### src/rtl/irq_agg_pkg.sv
package irq_agg_pkg;
   // Source bit positions; the order is fixed by the software view.
   typedef enum int unsigned {
      SRC_CFG_DONE   = 0,
      SRC_CLKSYN     = 1,
      SRC_IDPROM     = 2,
      SRC_SHOT       = 3,
      SRC_TRIGGER    = 4,
      SRC_OVERLOAD   = 5,
      SRC_MEZZ_HOT   = 6,
      SRC_CARR_HOT   = 7,
      SRC_DMA_DONE   = 8
   } irq_src_e;

   // Word offsets of the two registers
   localparam int unsigned OFS_PENDING = 0;
   localparam int unsigned OFS_MASK    = 1;
endpackage

### src/rtl/irq_src_latch.sv
module irq_src_latch #(
   parameter int unsigned NUM_SRC = 9
) (
   input  logic               clk,
   input  logic               rst_n,
   input  logic [NUM_SRC-1:0] req_i,
   input  logic               clr_i,
   output logic [NUM_SRC-1:0] pend_o,
   output logic               ovr_o
);
   logic [NUM_SRC-1:0] hit;

   for (genvar g = 0; g < NUM_SRC; g++) begin : g_bit
      // Set wins over clear so a coincident pulse is kept.
      always_ff @(posedge clk) begin
         if (!rst_n)          pend_o[g] <= 1'b0;
         else if (req_i[g])   pend_o[g] <= 1'b1;
         else if (clr_i)      pend_o[g] <= 1'b0;
      end
      assign hit[g] = req_i[g] & pend_o[g];
   end

   // Overrun only counts repeats before a read; a read clears it.
   always_ff @(posedge clk) begin
      if (!rst_n)       ovr_o <= 1'b0;
      else if (clr_i)   ovr_o <= 1'b0;
      else if (|hit)    ovr_o <= 1'b1;
   end

   a_r3_req_latched: assert property (@(posedge clk) disable iff (!rst_n)
      (|req_i) |=> ((pend_o & $past(req_i)) == $past(req_i)));
   a_r5_clear_keeps_new: assert property (@(posedge clk) disable iff (!rst_n)
      clr_i |=> (pend_o == $past(req_i)) && !ovr_o);
   a_r2_pending_holds: assert property (@(posedge clk) disable iff (!rst_n)
      !clr_i |=> ((pend_o & $past(pend_o)) == $past(pend_o)));
   a_r6_overrun_sets: assert property (@(posedge clk) disable iff (!rst_n)
      ((|(req_i & pend_o)) && !clr_i) |=> ovr_o);
   a_r6_overrun_sticky: assert property (@(posedge clk) disable iff (!rst_n)
      (ovr_o && !clr_i) |=> ovr_o);
endmodule

### src/rtl/irq_mask_reg.sv
module irq_mask_reg #(
   parameter int unsigned NUM_SRC = 9
) (
   input  logic               clk,
   input  logic               rst_n,
   input  logic               we_i,
   input  logic [NUM_SRC-1:0] wdata_i,
   output logic [NUM_SRC-1:0] mask_o
);
   always_ff @(posedge clk) begin
      if (!rst_n)     mask_o <= '0;
      else if (we_i)  mask_o <= wdata_i;
   end

   a_r8_mask_write: assert property (@(posedge clk) disable iff (!rst_n)
      we_i |=> mask_o == $past(wdata_i));
   a_r8_mask_stable: assert property (@(posedge clk) disable iff (!rst_n)
      !we_i |=> $stable(mask_o));
endmodule

### src/rtl/irq_reg_port.sv
module irq_reg_port
   import irq_agg_pkg::*;
#(
   parameter int unsigned NUM_SRC = 9,
   parameter int unsigned DATA_W  = 32,
   parameter int unsigned ADDR_W  = 4,
   parameter int unsigned OVR_BIT = 31
) (
   input  logic               clk,
   input  logic               rst_n,
   input  logic [ADDR_W-1:0]  addr_i,
   input  logic               wr_i,
   input  logic               rd_i,
   input  logic [NUM_SRC-1:0] pend_i,
   input  logic               ovr_i,
   input  logic [NUM_SRC-1:0] mask_i,
   output logic               mask_we_o,
   output logic               clr_o,
   output logic [DATA_W-1:0]  rdata_o,
   output logic               rvalid_o
);
   localparam logic [ADDR_W-1:0] A_PEND = ADDR_W'(OFS_PENDING);
   localparam logic [ADDR_W-1:0] A_MASK = ADDR_W'(OFS_MASK);

   logic              sel_pend, sel_mask;
   logic [DATA_W-1:0] pend_word, mask_word, rd_word;

   assign sel_pend  = (addr_i == A_PEND);
   assign sel_mask  = (addr_i == A_MASK);
   assign mask_we_o = wr_i & sel_mask;
   assign clr_o     = rd_i & sel_pend;

   always_comb begin
      pend_word                = '0;
      pend_word[NUM_SRC-1:0]   = pend_i;
      pend_word[OVR_BIT]       = ovr_i;
      mask_word                = '0;
      mask_word[NUM_SRC-1:0]   = mask_i;
   end

   always_comb begin
      if (sel_pend)       rd_word = pend_word;
      else if (sel_mask)  rd_word = mask_word;
      else                rd_word = '0;
   end

   always_ff @(posedge clk) begin
      if (!rst_n) begin
         rdata_o  <= '0;
         rvalid_o <= 1'b0;
      end else begin
         rvalid_o <= rd_i;
         if (rd_i) rdata_o <= rd_word;
      end
   end

   a_r8_mask_reserved_zero: assert property (@(posedge clk) disable iff (!rst_n)
      (rd_i && sel_mask) |=> rdata_o[DATA_W-1:NUM_SRC] == '0);
   a_r5_read_valid: assert property (@(posedge clk) disable iff (!rst_n)
      rd_i |=> rvalid_o);
   a_r9_no_clear_elsewhere: assert property (@(posedge clk) disable iff (!rst_n)
      (rd_i && !sel_pend) |-> !clr_o);
endmodule

### src/rtl/irq_aggregator.sv
module irq_aggregator
   import irq_agg_pkg::*;
#(
   parameter int unsigned NUM_SRC = 9,
   parameter int unsigned DATA_W  = 32,
   parameter int unsigned ADDR_W  = 4,
   parameter int unsigned OVR_BIT = 31,
   parameter bit          IRQ_REG = 1'b0
) (
   input  logic               clk,
   input  logic               rst_n,
   input  logic [NUM_SRC-1:0] req_i,
   input  logic [ADDR_W-1:0]  addr_i,
   input  logic               wr_i,
   input  logic [DATA_W-1:0]  wdata_i,
   input  logic               rd_i,
   output logic [DATA_W-1:0]  rdata_o,
   output logic               rvalid_o,
   output logic               irq_o
);
   initial begin
      assert (NUM_SRC > 0 && NUM_SRC < OVR_BIT)
         else $error("NUM_SRC must lie below the overrun bit");
      assert (OVR_BIT < DATA_W)
         else $error("overrun bit outside data word");
      assert (ADDR_W >= 1)
         else $error("ADDR_W must be at least 1");
   end

   logic [NUM_SRC-1:0] pend, mask;
   logic               ovr, clr, mask_we;
   logic               unused_wdata;

   assign unused_wdata = ^wdata_i[DATA_W-1:NUM_SRC];

   irq_src_latch #(.NUM_SRC(NUM_SRC)) u_latch (
      .clk(clk), .rst_n(rst_n), .req_i(req_i), .clr_i(clr),
      .pend_o(pend), .ovr_o(ovr));

   irq_mask_reg #(.NUM_SRC(NUM_SRC)) u_mask (
      .clk(clk), .rst_n(rst_n), .we_i(mask_we),
      .wdata_i(wdata_i[NUM_SRC-1:0]), .mask_o(mask));

   irq_reg_port #(.NUM_SRC(NUM_SRC), .DATA_W(DATA_W), .ADDR_W(ADDR_W),
                  .OVR_BIT(OVR_BIT)) u_port (
      .clk(clk), .rst_n(rst_n), .addr_i(addr_i), .wr_i(wr_i), .rd_i(rd_i),
      .pend_i(pend), .ovr_i(ovr), .mask_i(mask), .mask_we_o(mask_we),
      .clr_o(clr), .rdata_o(rdata_o), .rvalid_o(rvalid_o));

   if (IRQ_REG) begin : g_irq_flop
      always_ff @(posedge clk) begin
         if (!rst_n) irq_o <= 1'b0;
         else        irq_o <= |(pend & mask);
      end
   end else begin : g_irq_comb
      assign irq_o = |(pend & mask);
   end

   a_r4_irq_off_when_masked: assert property (@(posedge clk) disable iff (!rst_n)
      ((mask == '0) && $past(mask == '0)) |-> !irq_o);
endmodule

### config.mk
export PLATFORM = sky130hd
export DESIGN_NAME = irq_aggregator
export DESIGN_NICKNAME = d
export VERILOG_FILES = /design/src/rtl/irq_agg_pkg.sv /design/src/rtl/irq_src_latch.sv /design/src/rtl/irq_mask_reg.sv /design/src/rtl/irq_reg_port.sv /design/src/rtl/irq_aggregator.sv
export SDC_FILE = /design/constraint.sdc
export NUM_CORES = 1
export LEC_CHECK = 0
export BUFFER_PORTS_ARGS = -buffer_cell sky130_fd_sc_hd__buf_4
export CAP_MARGIN = 20
export CORE_UTILIZATION = 39
export CTS_CLUSTER_DIAMETER = 30
export DETAILED_ROUTE_END_ITERATION = 8
export MAX_ROUTING_LAYER = met4
export PLACE_DENSITY = 0.85
export SYNTH_ARGS = -nofsm -noshare
export SYNTH_HDL_FRONTEND = slang
export SYNTH_HIERARCHICAL = 1
export SYNTH_SLANG_ARGS = --single-unit
### constraint.sdc
create_clock -name clk -period 1.4 [get_ports clk]
set_input_delay 0.14 -clock clk [delete_from_list [all_inputs] [get_ports clk]]
set_output_delay 0.14 -clock clk [all_outputs]
set_load 0.005 [all_outputs]
== Word-level counts from Yosys, hierarchy flattened ==
Index checks and enable logic that the tools add are counted.
W data, S select, Z words.
Cells by class
  multiply operators: 0
  multiplexer cells: 12
  bitwise operators: 13
  $add $sub $neg: 0
  div/mod/pow operators: 0
  reduce and logical (&&, ||, !) cells: 13
  $lt $le $gt $ge: 0
  shifts and indexed selects: 0
  equality and inequality tests: 1
Operator list (count)
  $mux W32: 1
  $reduce_bool A2 Y1: 9
  $reduce_or A9 Y1: 2
  $and A1 B1 Y1: 11
  $mux W1: 10
  $and A9 B9 Y9: 1
  $mux W9: 1
  $eq A4 B1 Y1 const B: 1
  $logic_not A4 Y1: 1
  $reduce_or A2 Y1: 1
  $not A1 Y1: 1
Word-level totals
  bits in read-only memories: 0
  flip-flop bits (word level): 52
  memories kept: 0
  bits in writable memories: 0
  bits in latches: 0
  output and inout bits: 34
  input bits: 49
  logic and storage cells: 52

== Logic depth before layout (Yosys ltp) ==
Gate-level depths: netlist of run 1.
  depth after elaboration: 4
  depth in mapped cells: 6
  gate-level depth less buffers: 5

== By module ==
Netlist of run 1, hierarchy kept.
By module, submodules not included
  irq_reg_port: cells an instance 75, times used 1, area an instance 674.4 sq um
  irq_src_latch: cells an instance 36, times used 1, area an instance 347.8 sq um
  irq_mask_reg: cells an instance 28, times used 1, area an instance 337.8 sq um
  irq_aggregator: cells an instance 5, times used 1, area an instance 46.3 sq um

== Worst setup path before layout of run 1 ==
OpenSTA, ideal clock, no wires.
  kind: input port to flip-flop
  start: in addr_i[3]
  end: reg u_latch.pend_o[0]
  required time: 1.284 ns
  path buffers: 1
  path slack: -0.051 ns
  data arrival time: 1.334 ns
  cell stages on the path: 6
  setup time: 0.116 ns
  cell sequence: or3_4 -> buf_6 -> nor3b_1 -> clkinv_1 -> a21oi_1 -> nor2_1
Between the ends
  cells in the longest elaborated chain, start to end: 3
RTL lines
  from (decl): line irq_aggregator.sv:13  | input logic [ADDR_W-1:0] addr_i,
  $logic_not A4 Y1: line irq_reg_port.sv:28  | assign sel_pend = (addr_i == A_PEND);
  $and A1 B1 Y1: line irq_reg_port.sv:31  | assign clr_o = rd_i & sel_pend;
  net clr: line irq_aggregator.sv:31  | logic ovr, clr, mask_we;
  $reduce_bool A2 Y1 (no line)
  to (signal, indexed assignment): line irq_src_latch.sv:16  | if (!rst_n) pend_o[g] <= 1'b0;
  to (signal, indexed assignment): line irq_src_latch.sv:17  | else if (req_i[g]) pend_o[g] <= 1'b1;
  to (signal, indexed assignment): line irq_src_latch.sv:18  | else if (clr_i) pend_o[g] <= 1'b0;
  to (decl): line irq_src_latch.sv:8  | output logic [NUM_SRC-1:0] pend_o,
The timed path passes the listed nets, and every way through them passes these cells.
A chain may end at the register's enable or synchronous reset.

== Worst setup path after layout of run 1 ==
  start: reg u_mask.mask_o[4]
  end: out irq_o
Between the ends
  cells in the longest elaborated chain, start to end: 2
RTL lines
  from (decl): line irq_mask_reg.sv:8  | output logic [NUM_SRC-1:0] mask_o
  from (signal assigned): line irq_mask_reg.sv:12  | else if (we_i) mask_o <= wdata_i;
  $and A9 B9 Y9: line irq_aggregator.sv:56  | assign irq_o = |(pend & mask);
  $reduce_or A9 Y1: line irq_aggregator.sv:56
  to (decl): line irq_aggregator.sv:19  | output logic irq_o
No other way between the ends.

==> results by stage, run 1 <==
Power and ir drop:
- The reported net switching power is 0.000396 W.
- Summed over all cells, the static leakage comes to 0.745 nW.
- The internal portion of the total power is 0.00123 W.
- The design draws 0.00163 W.
- Net switching is 24.3% of the power.
- The worst vdd rail ir drop is 0.582 mV.
- The sequential share of power is 55.9%.
- For this design the ratio of total power to cell area is 933 nW/um2.
- The portion of total power attributed to the clock network is 32.1%.
- The share of total power dissipated in combinational logic is 12.1%.

Yosys:
- After synthesis the cells add up to 1410 um2.
- The Yosys step of the flow raised 6 warnings.
- The post-synthesis cell type with the largest combined area is sky130_fd_sc_hd__dfxtp_1.
- By count the netlist is led by sky130_fd_sc_hd__dfxtp_1, sky130_fd_sc_hd__buf_4, sky130_fd_sc_hd__mux2i_1.
- After synthesis, the mean cell area works out to 9.77 um2.
- Yosys attributes the largest share of cell area to sky130_fd_sc_hd__dfxtp_1, sky130_fd_sc_hd__mux2i_1, sky130_fd_sc_hd__buf_4, sky130_fd_sc_hd__o32ai_1, sky130_fd_sc_hd__nor2b_1.
- The cell count after synthesis came out at 144.
- The number of flops mapped to enable cells by yosys is 0.
- The most repeated cell in the gate-level netlist after synthesis is sky130_fd_sc_hd__dfxtp_1.
- The register bit total from synthesis is 30.
- After synthesis, flip-flops and latches occupy 42.7% of the total area.
- The top cell type by area accounts for 42.7% of the synthesized area.
- For this run, the leading register cell type out of synthesis is sky130_fd_sc_hd__dfxtp_1.
- The distinct cell type count after synthesis is 24.
- Counting flops with an async set or reset pin after synthesis yields a share of 0%.

Timing:
- The final setup slack of the worst path is -0.0549 ns.
- Timing would allow up to 687 MHz.
- The hold violation count in the final report is 0.
- The post-route clock period utilization is 104%.
- The number of pins with negative max-slew slack in the final report is 0.
- The clock arrives with 0.00638 ns of skew.
- Setup repair after global routing could not meet its margin everywhere.
- The final critical delay including setup and external delays is 1.45 ns.
- The number of setup violations in the final report is 1.
- The worst slack on hold paths is 0.0264 ns.

Min path:
- The min-delay analysis places its worst path in the category in -> reg.

Drt:
- In the routed layout, each cell is associated on average with a via count of 4.67.
- The uppermost signal routing layer after detailed routing is met4.
- Before antenna repair, the detailed router went through 5 iterations.
- The met3 layer wire length in the routed design is 203 um.
- After detailed routing, the number of remaining DRC violations is 0.
- In the final routing, the length of wire on met1 measures 1190 um.
- In the detailed route, the total length drawn on met2 is 1220 um.
- The routed length per placed instance is 11.2 um.
- The iteration-0 DRC count of the detailed router is 46.
- The via count is 1,101.
- The total wire length is 2640 um.
- The number of antenna-violating nets in the routed design is 0.

Die:
- The initialized floorplan defines 21 standard-cell rows.
- The die is 62.1 um tall.
- In this run the count of I/O pins placed on the die edge is 83.
- The initial utilization of the core area, before any placement, comes to 41.5%.
- Measured along the x axis, the die boundary spans 62.1 um.
- The die area is 3850 um2.
- After floorplanning, the core was sized to cover 3390 um2.

Layout:
- From synthesis to final layout, the design area changed by 23.9%.
- The number of antenna repair diodes is 0.
- Summing all multi-input logic gate instances after layout gives 641 um2.
- After routing the design area is 1740 um2.
- The number of non-filler instances in the completed layout is 236.
- The post-layout net count is 238.
- The sequential cells in the finished layout cover a total of 604 um2.
- The proportion of layout cells with a drive suffix above 1 is 32.1%.
- The number of filler cells placed in the layout is 311.

Global routing:
- The overall fraction of global-route tracks in use is 15.7%.
- Entering global routing, the biggest net connects 13 pins.
- The via count of the first global-routing pass is 944.
- The number of antenna violations at the first check in global routing is 0.
- For this run the aggregate overflow at the end of global routing stands at 0.
- The first global-routing pass estimated 4070 um of wire.

Worst setup path:
- The critical path start-end classification is reg -> out.
- The required time of the critical path is 1.26 ns.
- Of all nets on the critical path, the largest fanout is 2.
- The kind of launch point of the worst setup path is a register.
- The arrival time reported for the critical path endpoint is 1.31 ns.
- The worst setup path is captured at an output pin.
- Across all register-to-register paths, the minimum setup slack is 0.41 ns.

Clock tree:
- The clock tree from TritonCTS is built.
- The clock slew seen by the registers of the worst setup and hold paths is 0.09 ns.
- The H-tree was split into 2 levels.
- The tree is rooted in a sky130_fd_sc_hd__clkbuf_4.
- In this run the deepest clock path goes through 2 buffers.
- TritonCTS created 5 clock buffers.
- The clock sink total is 30.
- The clock latency at the later pin of the worst-skew pair is 0.32 ns.
- For this design, the CTS-stage hold fixing added 0 buffers.

Job:
- The count of maximum capacitance violations is 0.

Placement:
- Input and output buffers added on the ports amount to 37.
- The global placer's final weighted congestion is 0.785.
- After detailed placement, the design holds a cell count of 225.
- The cell area after placement is 1660 um2.
- Once detailed placement completed, the half-perimeter wirelength came to 1980 um.

Outcome:
- The final reports fail on negative setup slack.
- The run finished, with violations left.
-- cell type report --
| type | count | area share (%) |
|---|---|---|
| repair buffers | 44 | 19.0 |
| inverters | 13 | 2.87 |
| flip-flops and latches | 30 | 34.7 |
| clock buffers | 7 | 3.16 |
| multi-input cells | 95 | 36.8 |
| clock inverters | 1 | 0.287 |
| well taps | 46 | 3.30 |
-- layer usage --
metal  GRT usage, %  vias up
met5              -        -
met4           6.67        0
met3           6.21        4
met2           22.9       46
met1           19.0      496
li1               -      555
-- registers in the layout, indices dropped and copies added, names as in the netlist --
register	cells
u_latch/ovr_o	1
u_latch/pend_o	9
u_mask/mask_o	9
u_port/rdata_o	10
u_port/rvalid_o	1
-- cells in the final DEF (no fill, tap or decap), drive strengths merged --
cell	count
clkinv	2
a222oi	1
a22oi	1
nand2b	2
inv	12
or3	1
o32ai	10
a311oi	1
nand3	1
nand2	2
a221oi	3
mux2i	18
nor2b	9
clkbuf	7
a22o	3
buf	44
nor3b	1
nor2	10
conb	22
a21oi	10
dfxtp	30
-- worst paths after layout --
check / start / end / cells after the start
worst max-delay path: u_mask/mask_o[4]$_SDFFE_PN0P_ / irq_o / 4
worst min-delay path: req_i[3] / u_latch/pend_o[3]$_SDFFE_PN0P_ / 3
worst max register to register: u_latch/pend_o[8]$_SDFFE_PN0P_ / u_latch/ovr_o$_SDFFE_PP0P_ / 3
worst min register to register: u_port/rdata_o[5]$_SDFFE_PN0P_ / u_port/rdata_o[5]$_SDFFE_PN0P_ / 2
-- critical path: stages (launching register included) --
cell and delay (ns):
sky130_fd_sc_hd__dfxtp_2 0.33, sky130_fd_sc_hd__a22o_1 0.24, sky130_fd_sc_hd__a221oi_2 0.17, sky130_fd_sc_hd__nand3_1 0.11, sky130_fd_sc_hd__buf_4 0.15
-- through the flow --
step                      setup TNS (ns)  setup slack, ns  utilization [%]
after floorplan                        0           0.0930                -
after global placement                 0          0.00190             48.9
after detailed placement         -0.0259          -0.0118             48.9
after CTS                        -0.0929          -0.0929             51.2
after global routing              -0.146           -0.146             51.4
final                            -0.0549          -0.0549             51.4
-- kinds of logic (layout without fill, tap and decap cells) --
family	Yosys count	after routing	synth area share, %
simple gates	26	26	9.79
other cells	1	22	0.267
flops	30	30	42.7
mux	18	18	12.8
compound gates	29	29	16.7
buf+inv	40	65	17.7
-- power by group through the flow --
stage | Clock (W) | Sequential, W | Combinational [W]
6_report | 0.000522 | 0.000908 | 0.000196
5_1_grt | 0.000582 | 0.000913 | 0.000222
4_1_cts | 0.000541 | 0.000909 | 0.000192
3_5_place_dp | 0 | 0.000929 | 0.000187
3_3_place_gp | 0 | 0.000928 | 0.000185
2_1_floorplan | 0 | 0.000922 | 0.000148
-- timing repair --
item	in CTS	in global routing
endpoints found under the hold margin	0	0
gates resized for setup	3	0
buffers inserted	2	1
pin swaps	2	0
endpoints found under the setup margin	1	1
Note: power is estimated with default switching activity, not from simulation.
==> inputs of run 2 (changes only) <==
--- a/config.mk
+++ b/config.mk
@@ -11,8 +11,7 @@
 export CTS_CLUSTER_DIAMETER = 30
 export DETAILED_ROUTE_END_ITERATION = 8
 export MAX_ROUTING_LAYER = met4
-export PLACE_DENSITY = 0.85
+export PLACE_DENSITY = 0.84
 export SYNTH_ARGS = -nofsm -noshare
 export SYNTH_HDL_FRONTEND = slang
-export SYNTH_HIERARCHICAL = 1
 export SYNTH_SLANG_ARGS = --single-unit
==> run 2 against run 1 <==
The flow still finishes with violations (negative setup slack). Core utilization is 0.41 points lower. Cell count is 2.5% higher. Clock skew is 0.0012 ns lower. Synthesized cell count is 9.7% higher. Synthesized area is 4.8% higher. Sequential share of layout area is 0.59 points lower. Power is 8.0% higher. Clock-buffer cell count is 2 lower. Critical path type unchanged.
==> results by stage, run 2 <==
Outcome:
- The run finished, with violations left.
- The final reports fail on negative setup slack.

Placement:
- The cell area after placement is 1670 um2 (+1.1%).
- The global placer's final weighted congestion is 0.812 (+3.5%).
- The count of buffers inserted at the top-level ports is 37 (unchanged).
- The cell count after placement was 234 (+4.0%).
- The final HPWL from detailed placement is 2220 um (+12%).

Min path:
- The type of the most critical hold path is in -> reg.

Power and ir drop:
- The leakage power is 0.769 nW (+3.2%).
- The power density of the placed cells is 993 nW/um2 (+6.4%).
- The worst vdd rail ir drop was 0.360 mV (-38%).

Global routing:
- The first-pass GRT wire length is 4820 um (+18%).
- The total grt overflow came to 0 (unchanged).
- The number of antenna violations at the first check in global routing is 0 (unchanged).
- The overall fraction of global-route tracks in use is 16.1% (+0.49 points).
- The via count of the first global-routing pass was 988 (+4.7%).
- The largest net degree at the start of global routing is 23 (+10).

Yosys:
- The share of the synthesized area in the top cell type is 40.7% (-2.0 points).
- The post-synthesis cell type with the largest combined area is sky130_fd_sc_hd__dfxtp_1.
- The sequential cell area fraction in the yosys report is 40.7% (-2.0 points).
- Sorting the synthesized cells by area gives the leading types as sky130_fd_sc_hd__dfxtp_1, sky130_fd_sc_hd__buf_4, sky130_fd_sc_hd__mux2i_1, sky130_fd_sc_hd__o21ai_1, sky130_fd_sc_hd__a21boi_1.
- The distinct cell type count after synthesis is 27 (+13%).
- The register bit total from synthesis was 30 (unchanged).
- The count of synthesis-stage warnings from yosys came to 0 (-6).
- The mean post-synth cell area is 9.33 um2 (-4.5%).
- The fraction of registers with async set or reset after synthesis was 0% (unchanged).
- The area of the mapped netlist is 1470 um2 (+4.8%).
- The top flip-flop cell by instance count after synthesis is sky130_fd_sc_hd__dfxtp_1.
- The number of flops mapped to enable cells by yosys is 0 (unchanged).
- The number of cells produced by synthesis was 158 (+9.7%).
- The most common cell in the synthesized netlist is sky130_fd_sc_hd__dfxtp_1.
- By count the netlist is led by sky130_fd_sc_hd__dfxtp_1, sky130_fd_sc_hd__buf_4, sky130_fd_sc_hd__o21ai_1.

Die:
- The die area is 4030 um2 (+4.6%).
- The area inside the core boundary came to 3470 um2 (+2.3%).
- The top-level port count came to 83 (unchanged).
- The number of standard-cell rows in the floorplan is 21 (unchanged).
- The chip width is 63.5 um (+2.3%).
- The initial standard-cell utilization of the core is 42.5% (+1.0 points).
- The die boundary height is 63.5 um (+2.3%).

Layout:
- The signed area change from the synthesized netlist to the final layout is 20.0%.
- In the final layout, the registers with the most flip-flops are u_port.rdata_o x10, u_latch.pend_o x9, u_mask.mask_o x9.
- The proportion of layout cells with a drive suffix above 1 is 27.0% (-5.1 points).
- The post-layout net count is 245 (+2.9%).
- The sequential cell area is 603 um2 (-0.21%).
- The number of non-filler instances in the completed layout is 242 (+2.5%).
- The most flop-heavy register is u_port.rdata_o.
- The area of the multi-input gates is 718 um2 (+12%).
- The flip-flop count of the largest register, all copies and words added is 10 (unchanged).
- The number of antenna repair diodes is 0 (unchanged).
- In the layout the commonest cells are sky130_fd_sc_hd__buf_4, sky130_fd_sc_hd__dfxtp_1, sky130_fd_sc_hd__conb_1.
- The most common cell after layout, fill and taps aside is sky130_fd_sc_hd__buf_4.
- The number of filler cells placed in the layout came to 349 (+12%).
- The design area came to 1770 um2 (+1.5%).

Worst setup path:
- The launch point of the worst path is u_mask.mask_o[2]$_SDFFE_PN0P_.
- The peak fanout along the critical path came to 2 (unchanged).
- The reg2reg setup slack is 0.33 ns (-0.08 ns).
- The kind of launch point of the worst setup path is a register.
- The worst register-to-register path ends at u_latch.ovr_o$_SDFFE_PP0P_.
- The critical path start-end classification is reg -> out.
- The required time of the critical path came to 1.26 ns (about the same).
- STA classifies the critical path endpoint as an output pin.
- The most critical setup path has its endpoint at irq_o.
- The path depth of the worst reg2reg path is 3 (unchanged).
- The startpoint of the lowest-slack register-to-register path is u_latch.pend_o[4]$_SDFFE_PN0P_.
- The arrival time reported for the critical path endpoint is 1.28 ns (-0.03 ns).

Clock tree:
- The clock sink total was 30 (unchanged).
- The TritonCTS buffer count is 5 (unchanged).
- The clock slew seen by the registers of the worst setup and hold paths is 0.06 ns (-0.03 ns).
- The clock latency at the later pin of the worst-skew pair was 0.28 ns (-0.04 ns).
- The number of H-tree branching levels came to 2 (unchanged).
- The count of hold buffers inserted by post-cts repair is 0 (unchanged).
- TritonCTS built the clock tree.
- Clock tree synthesis selected as its root buffer the cell sky130_fd_sc_hd__clkbuf_8.
- The buffer depth of the longest clock path is 2 (unchanged).

Drt:
- The total wire length is 2960 um (+12%).
- The uppermost signal routing layer after detailed routing is met4.
- The number of vias per cell after detailed routing is 4.87 (+4.4%).
- The routed length per placed instance is 12.2 um (+9.3%).
- The total met2 wirelength after detailed routing is 1310 um (+8.1%).
- The number of antenna-violating nets in the routed design came to 0 (unchanged).
- The detailed-router iteration count before antenna repair is 4 (-1).
- The iteration-0 DRC count of the detailed router is 56 (+22%).
- The post-detailed-route DRC marker count was 0 (unchanged).
- The via count was 1,179 (+7.1%).
- The met3 layer wire length in the routed design is 213 um (+4.9%).
- The post-route met1 wirelength was 1390 um (+17%).

Timing:
- The hold violation count in the final report is 0 (unchanged).
- Setup repair after global routing could not meet its margin everywhere.
- The worst clock skew is 0.00516 ns (-0.00122 ns).
- The total negative slack is -0.0206 ns (+0.0344 ns).
- The number of pins with negative max-slew slack in the final report is 0 (unchanged).
- The post-route clock period utilization is 101% (-2.5 points).
- The final critical delay including setup and external delays came to 1.42 ns (-0.0344 ns).
- The number of setup violations in the final report is 1 (unchanged).
- The timing-limited maximum frequency is 704 MHz (+2.4%).
- The final setup slack of the worst path is -0.0206 ns (+0.0344 ns).

Job:
- The count of maximum capacitance violations came to 0 (unchanged).
==> run 2: logic make-up (layout without fill, tap and decap cells) <==
family	count (synthesis)	in the layout	share of synthesized area [%]
flops	30	30	40.7
other cells	1	22	0.254
mux	9	9	6.11
simple gates	31	31	11.0
compound gates	55	55	25.6
buf+inv	32	49	16.3
==> run 2: cell type report <==
cell class	count	area share, %
Timing Repair Buffer	41	17.4
Sequential cell	30	34.1
Tap cell	46	3.25
Inverter	1	0.212
Multi-Input combinational cell	117	40.6
Clock buffer	5	3.89
Clock inverter	2	0.566
==> run 2: repair_timing <==
item	in CTS	in global routing
cloned	0	0
setup buffers	1	0
pin swaps	2	2
resized for setup	3	0
setup endpoints to repair	1	1
==> run 2: metrics by stage <==
stage	utilization (%)	setup slack [ns]	power, W	hold WS, ns
5_1_grt	51.0	-0.109	0.00184	0.0769
3_5_place_dp	48.3	0.200	0.00113	0.365
4_1_cts	51.0	-0.0144	0.00176	0.0739
6_report	51.0	-0.0206	0.00176	0.0782
2_1_floorplan	-	0.433	0.00109	0.264
3_3_place_gp	48.3	0.210	0.00113	0.359
==> run 2: how the worst min path moves through the flow <==
stage,slack [ns],cells past startpoint,startpoint,end
2_1_floorplan,0.26,1,req_i[1],u_latch.pend_o[1]$_SDFFE_PN0P_
3_3_place_gp,0.36,2,req_i[2],u_latch.pend_o[2]$_SDFFE_PN0P_
3_5_place_dp,0.37,2,req_i[5],u_latch.pend_o[5]$_SDFFE_PN0P_
4_1_cts,0.07,2,req_i[8],u_latch.pend_o[8]$_SDFFE_PN0P_
5_1_grt,0.08,2,req_i[7],u_latch.pend_o[7]$_SDFFE_PN0P_
6_report,0.08,2,req_i[8],u_latch.pend_o[8]$_SDFFE_PN0P_
==> run 2: layer usage <==
layer	up-vias	GRT usage (%)
met5	-	-
met4	0	5.97
met3	5	5.80
met2	46	21.9
met1	537	21.7
li1	591	-
==> run 2: worst max-delay path, cell delays in order (launching register included) <==
cell and delay [ns]:
sky130_fd_sc_hd__dfxtp_2 0.32, sky130_fd_sc_hd__a22o_1 0.22, sky130_fd_sc_hd__a221oi_2 0.17, sky130_fd_sc_hd__nand3_1 0.13, sky130_fd_sc_hd__buf_4 0.16
==> run 2: where the power goes <==
| part | total (W) | switching [W] | internal, W |
|---|---|---|---|
| sequential | 0.000910 | 0.0000268 | 0.000883 |
| clock | 0.000640 | 0.000307 | 0.000332 |
| combinational | 0.000207 | 0.0000996 | 0.000107 |
==> inputs of run 3 (changes only) <==
--- a/config.mk
+++ b/config.mk
@@ -5,13 +5,13 @@
 export SDC_FILE = /design/constraint.sdc
 export NUM_CORES = 1
 export LEC_CHECK = 0
-export BUFFER_PORTS_ARGS = -buffer_cell sky130_fd_sc_hd__buf_4
+export BUFFER_PORTS_ARGS = -buffer_cell sky130_fd_sc_hd__buf_2
 export CAP_MARGIN = 20
-export CORE_UTILIZATION = 39
+export CORE_UTILIZATION = 30
 export CTS_CLUSTER_DIAMETER = 30
 export DETAILED_ROUTE_END_ITERATION = 8
 export MAX_ROUTING_LAYER = met4
-export PLACE_DENSITY = 0.84
+export PLACE_DENSITY = 0.69
 export SYNTH_ARGS = -nofsm -noshare
 export SYNTH_HDL_FRONTEND = slang
 export SYNTH_SLANG_ARGS = --single-unit
==> run 3 against run 2 <==
Global-route usage decreased by 2.7 points. Worst hold slack got worse by 0.010 ns. Wire length increased by 1.3%. Combinational power decreased by 7%. Clock skew decreased by 0.0011 ns. Critical path depth unchanged. The run still ends with negative setup slack left. Setup slack improved by 0.0065 ns. Largest cell class unchanged. Clock-buffer cell count increased by 3. Die area increased by 29%.
==> results by stage, run 3 (same netlist as run 2, synthesis figures left out) <==
Timing:
- Setup repair after global routing could not meet its margin everywhere.
- The final critical delay including setup and external delays came to 1.41 ns (-0.00649 ns).
- The timing-limited maximum frequency is 707 MHz (+0.46%).
- The number of pins with negative max-slew slack in the final report was 0 (unchanged).
- The post-route clock period utilization was 101% (-0.46 points).
- The worst clock skew is 0.00406 ns (-0.00110 ns).
- The number of setup violations in the final report is 1 (unchanged).
- The worst slack on hold paths is 0.0679 ns (-0.0103 ns).
- The hold violation count in the final report is 0 (unchanged).
- The final setup slack of the worst path is -0.0141 ns (+0.00649 ns).
- The total negative slack was -0.0141 ns (+0.00649 ns).

Worst setup path:
- Walking the worst path, the cells encountered are a22o_1 -> a221oi_2 -> nand3_1 -> buf_2.
- The arrival time reported for the critical path endpoint came to 1.27 ns (about the same).
- The reg2reg setup slack is 0.32 ns (about the same).
- Broken down by cell family, the worst path's largest delay share belongs to compound AO/OA/AOI/OAI gates.
- The setup path with the least slack is of type reg -> out.
- The kind of launch point of the worst setup path is a register.
- The path depth of the worst reg2reg path is 3 (unchanged).
- The required time of the critical path is 1.26 ns (about the same).
- The highest cell delay on the worst timing path is 0.32 ns (about the same).
- The slowest stage of the critical path is the sky130_fd_sc_hd__dfxtp_2 cell.
- The category of the worst setup path capture point is an output pin.
- The peak fanout along the critical path is 2 (unchanged).
- The endpoint identified for the worst register-to-register timing path is u_latch.ovr_o$_SDFFE_PP0P_.
- The startpoint identified for the worst register-to-register timing path is u_latch.pend_o[1]$_SDFFE_PN0P_.
- The worst path buffer plus inverter count was 1 (unchanged).

Die:
- The die area is 5200 um2 (+29%).
- The die boundary height is 72.1 um (+14%).
- The number of standard-cell rows in the floorplan came to 25 (+19%).
- The chip width came to 72.1 um (+14%).
- The initial standard-cell utilization of the core is 31.2% (-11 points).
- The area inside the core boundary is 4720 um2 (+36%).
- The top-level port count is 83 (unchanged).

Drt:
- The routed length per placed instance is 11.3 um (-7.9%).
- The number of antenna-violating nets in the routed design is 0 (unchanged).
- The number of vias per cell after detailed routing is 4.41 (-9.5%).
- The total wire length came to 3000 um (+1.3%).
- The post-detailed-route DRC marker count is 0 (unchanged).
- The iteration-0 DRC count of the detailed router is 55 (-1.8%).
- The via count is 1,173 (-0.51%).
- The detailed-router iteration count before antenna repair was 4 (unchanged).

Clock tree:
- The clock sink total is 30 (unchanged).
- The clock slew seen by the registers of the worst setup and hold paths is 0.06 ns (about the same).
- The TritonCTS buffer count came to 5 (unchanged).
- The clock tree from TritonCTS is built.
- Clock tree synthesis selected as its root buffer the cell sky130_fd_sc_hd__clkbuf_8.
- The buffer depth of the longest clock path is 2 (unchanged).
- The clock latency at the later pin of the worst-skew pair is 0.29 ns (about the same).
- The number of H-tree branching levels is 2 (unchanged).

Placement:
- The final HPWL from detailed placement is 2300 um (+3.4%).
- The global placer's final weighted congestion is 0.752 (-7.4%).
- The cell count after placement came to 257 (+9.8%).
- The minimum setup slack after placement is 0.177 ns (-0.0232 ns).
- The cell area after placement came to 1620 um2 (-3.1%).
- The count of buffers inserted at the top-level ports is 37 (unchanged).

Global routing:
- The fraction of met2 tracks used by global routing was 19.9% (-2.0 points).
- The largest net degree at the start of global routing is 22 (-4.3%).
- The most used routing layer in global routing is met2.
- The met1 track demand over resource in global routing came to 14.8% (-6.9 points).
- The first-pass GRT wire length is 5010 um (+3.9%).
- The total grt overflow is 0 (unchanged).
- The overall fraction of global-route tracks in use is 13.5% (-2.7 points).
- The number of antenna violations at the first check in global routing is 0 (unchanged).
- The via count of the first global-routing pass came to 1,121 (+13%).
- The fraction of met3 tracks used by global routing came to 4.58% (-1.2 points).

Min path:
- The end point of the worst hold path is u_latch.pend_o[2]$_SDFFE_PN0P_.
- The startpoint of the lowest-slack hold path is req_i[2].
- The path class of the tightest hold or removal check is in -> reg.
- The worst hold path stage count was 2 (unchanged).

Power and ir drop:
- The power density of the placed cells is 1090 nW/um2 (+9.8%).
- The leakage power is 0.771 nW (+0.30%).
- The worst vdd rail ir drop is 0.546 mV (+52%).

Job:
- The count of maximum capacitance violations is 0 (unchanged).

Layout:
- The number of antenna repair diodes was 0 (unchanged).
- The proportion of layout cells with a drive suffix above 1 is 28.1% (+1.1 points).
- The number of non-filler instances in the completed layout is 266 (+9.9%).
- The flip-flop count of the largest register, all copies and words added is 10 (unchanged).
- The design area is 1750 um2 (-1.1%).
- The most common cell after layout, fill and taps aside is sky130_fd_sc_hd__buf_2.
- The largest registers in the layout are u_port.rdata_o x10, u_latch.pend_o x9, u_mask.mask_o x9.
- Leaving out fill and tap cells, the most frequent cells in the layout are sky130_fd_sc_hd__buf_2, sky130_fd_sc_hd__dfxtp_1, sky130_fd_sc_hd__conb_1.
- More flip-flops sit in one register than any other, and that register is u_port.rdata_o.
- The post-layout net count is 247 (+0.82%).
- The signed area change from the synthesized netlist to the final layout is 18.7%.

Outcome:
- The final reports fail on negative setup slack.
- The run finished, with violations left.
==> run 3: report_power, final <==
| part | switching, W | internal, W |
|---|---|---|
| logic | 0.000101 | 0.0000908 |
| registers | 0.0000231 | 0.000883 |
| clock network | 0.000313 | 0.000495 |
==> run 3: final cells by class <==
type | count | area (um2)
tap | 67 | 83.8
timing repair buffer | 43 | 230
clock buffer | 8 | 110
multi-input combinational | 117 | 718
inverter | 1 | 3.75
sequential | 30 | 603
fill | 493 | 2970
==> run 3: how the worst max path moves through the flow <==
stage,slack (ns),to,from,depth (start not counted)
CTS,-0.05,irq_o,u_latch.pend_o[2]$_SDFFE_PN0P_,4
global route,-0.07,irq_o,u_mask.mask_o[2]$_SDFFE_PN0P_,4
global placement,0.19,irq_o,u_latch.pend_o[2]$_SDFFE_PN0P_,4
detailed placement,0.18,irq_o,u_latch.pend_o[2]$_SDFFE_PN0P_,4
finish,-0.01,irq_o,u_latch.pend_o[2]$_SDFFE_PN0P_,4
floorplan,0.43,irq_o,u_latch.pend_o[2]$_SDFFE_PN0P_,3
==> run 3: routing by layer <==
layer | routed length [um] | vias up
met1 | 1270 | 515
met4 | 108 | 0
li1 | - | 598
met5 | 0 | -
met2 | 1390 | 50
met3 | 231 | 10
==> run 3: through the flow <==
step	utilization (%)	total power, W
2_1_floorplan	-	0.00109
3_3_place_gp	34.4	0.00111
3_5_place_dp	34.4	0.00111
4_1_cts	37.0	0.00193
5_1_grt	37.0	0.00199
6_report	37.0	0.00191
==> run 3: repair_timing <==
item / 4_1_cts / 5_1_grt
buffers inserted: 1 / 0
resized for setup: 3 / 0
setup endpoints to repair: 1 / 1
hold buffers: 0 / 0
pin swaps: 1 / 0
cloned: 0 / 0
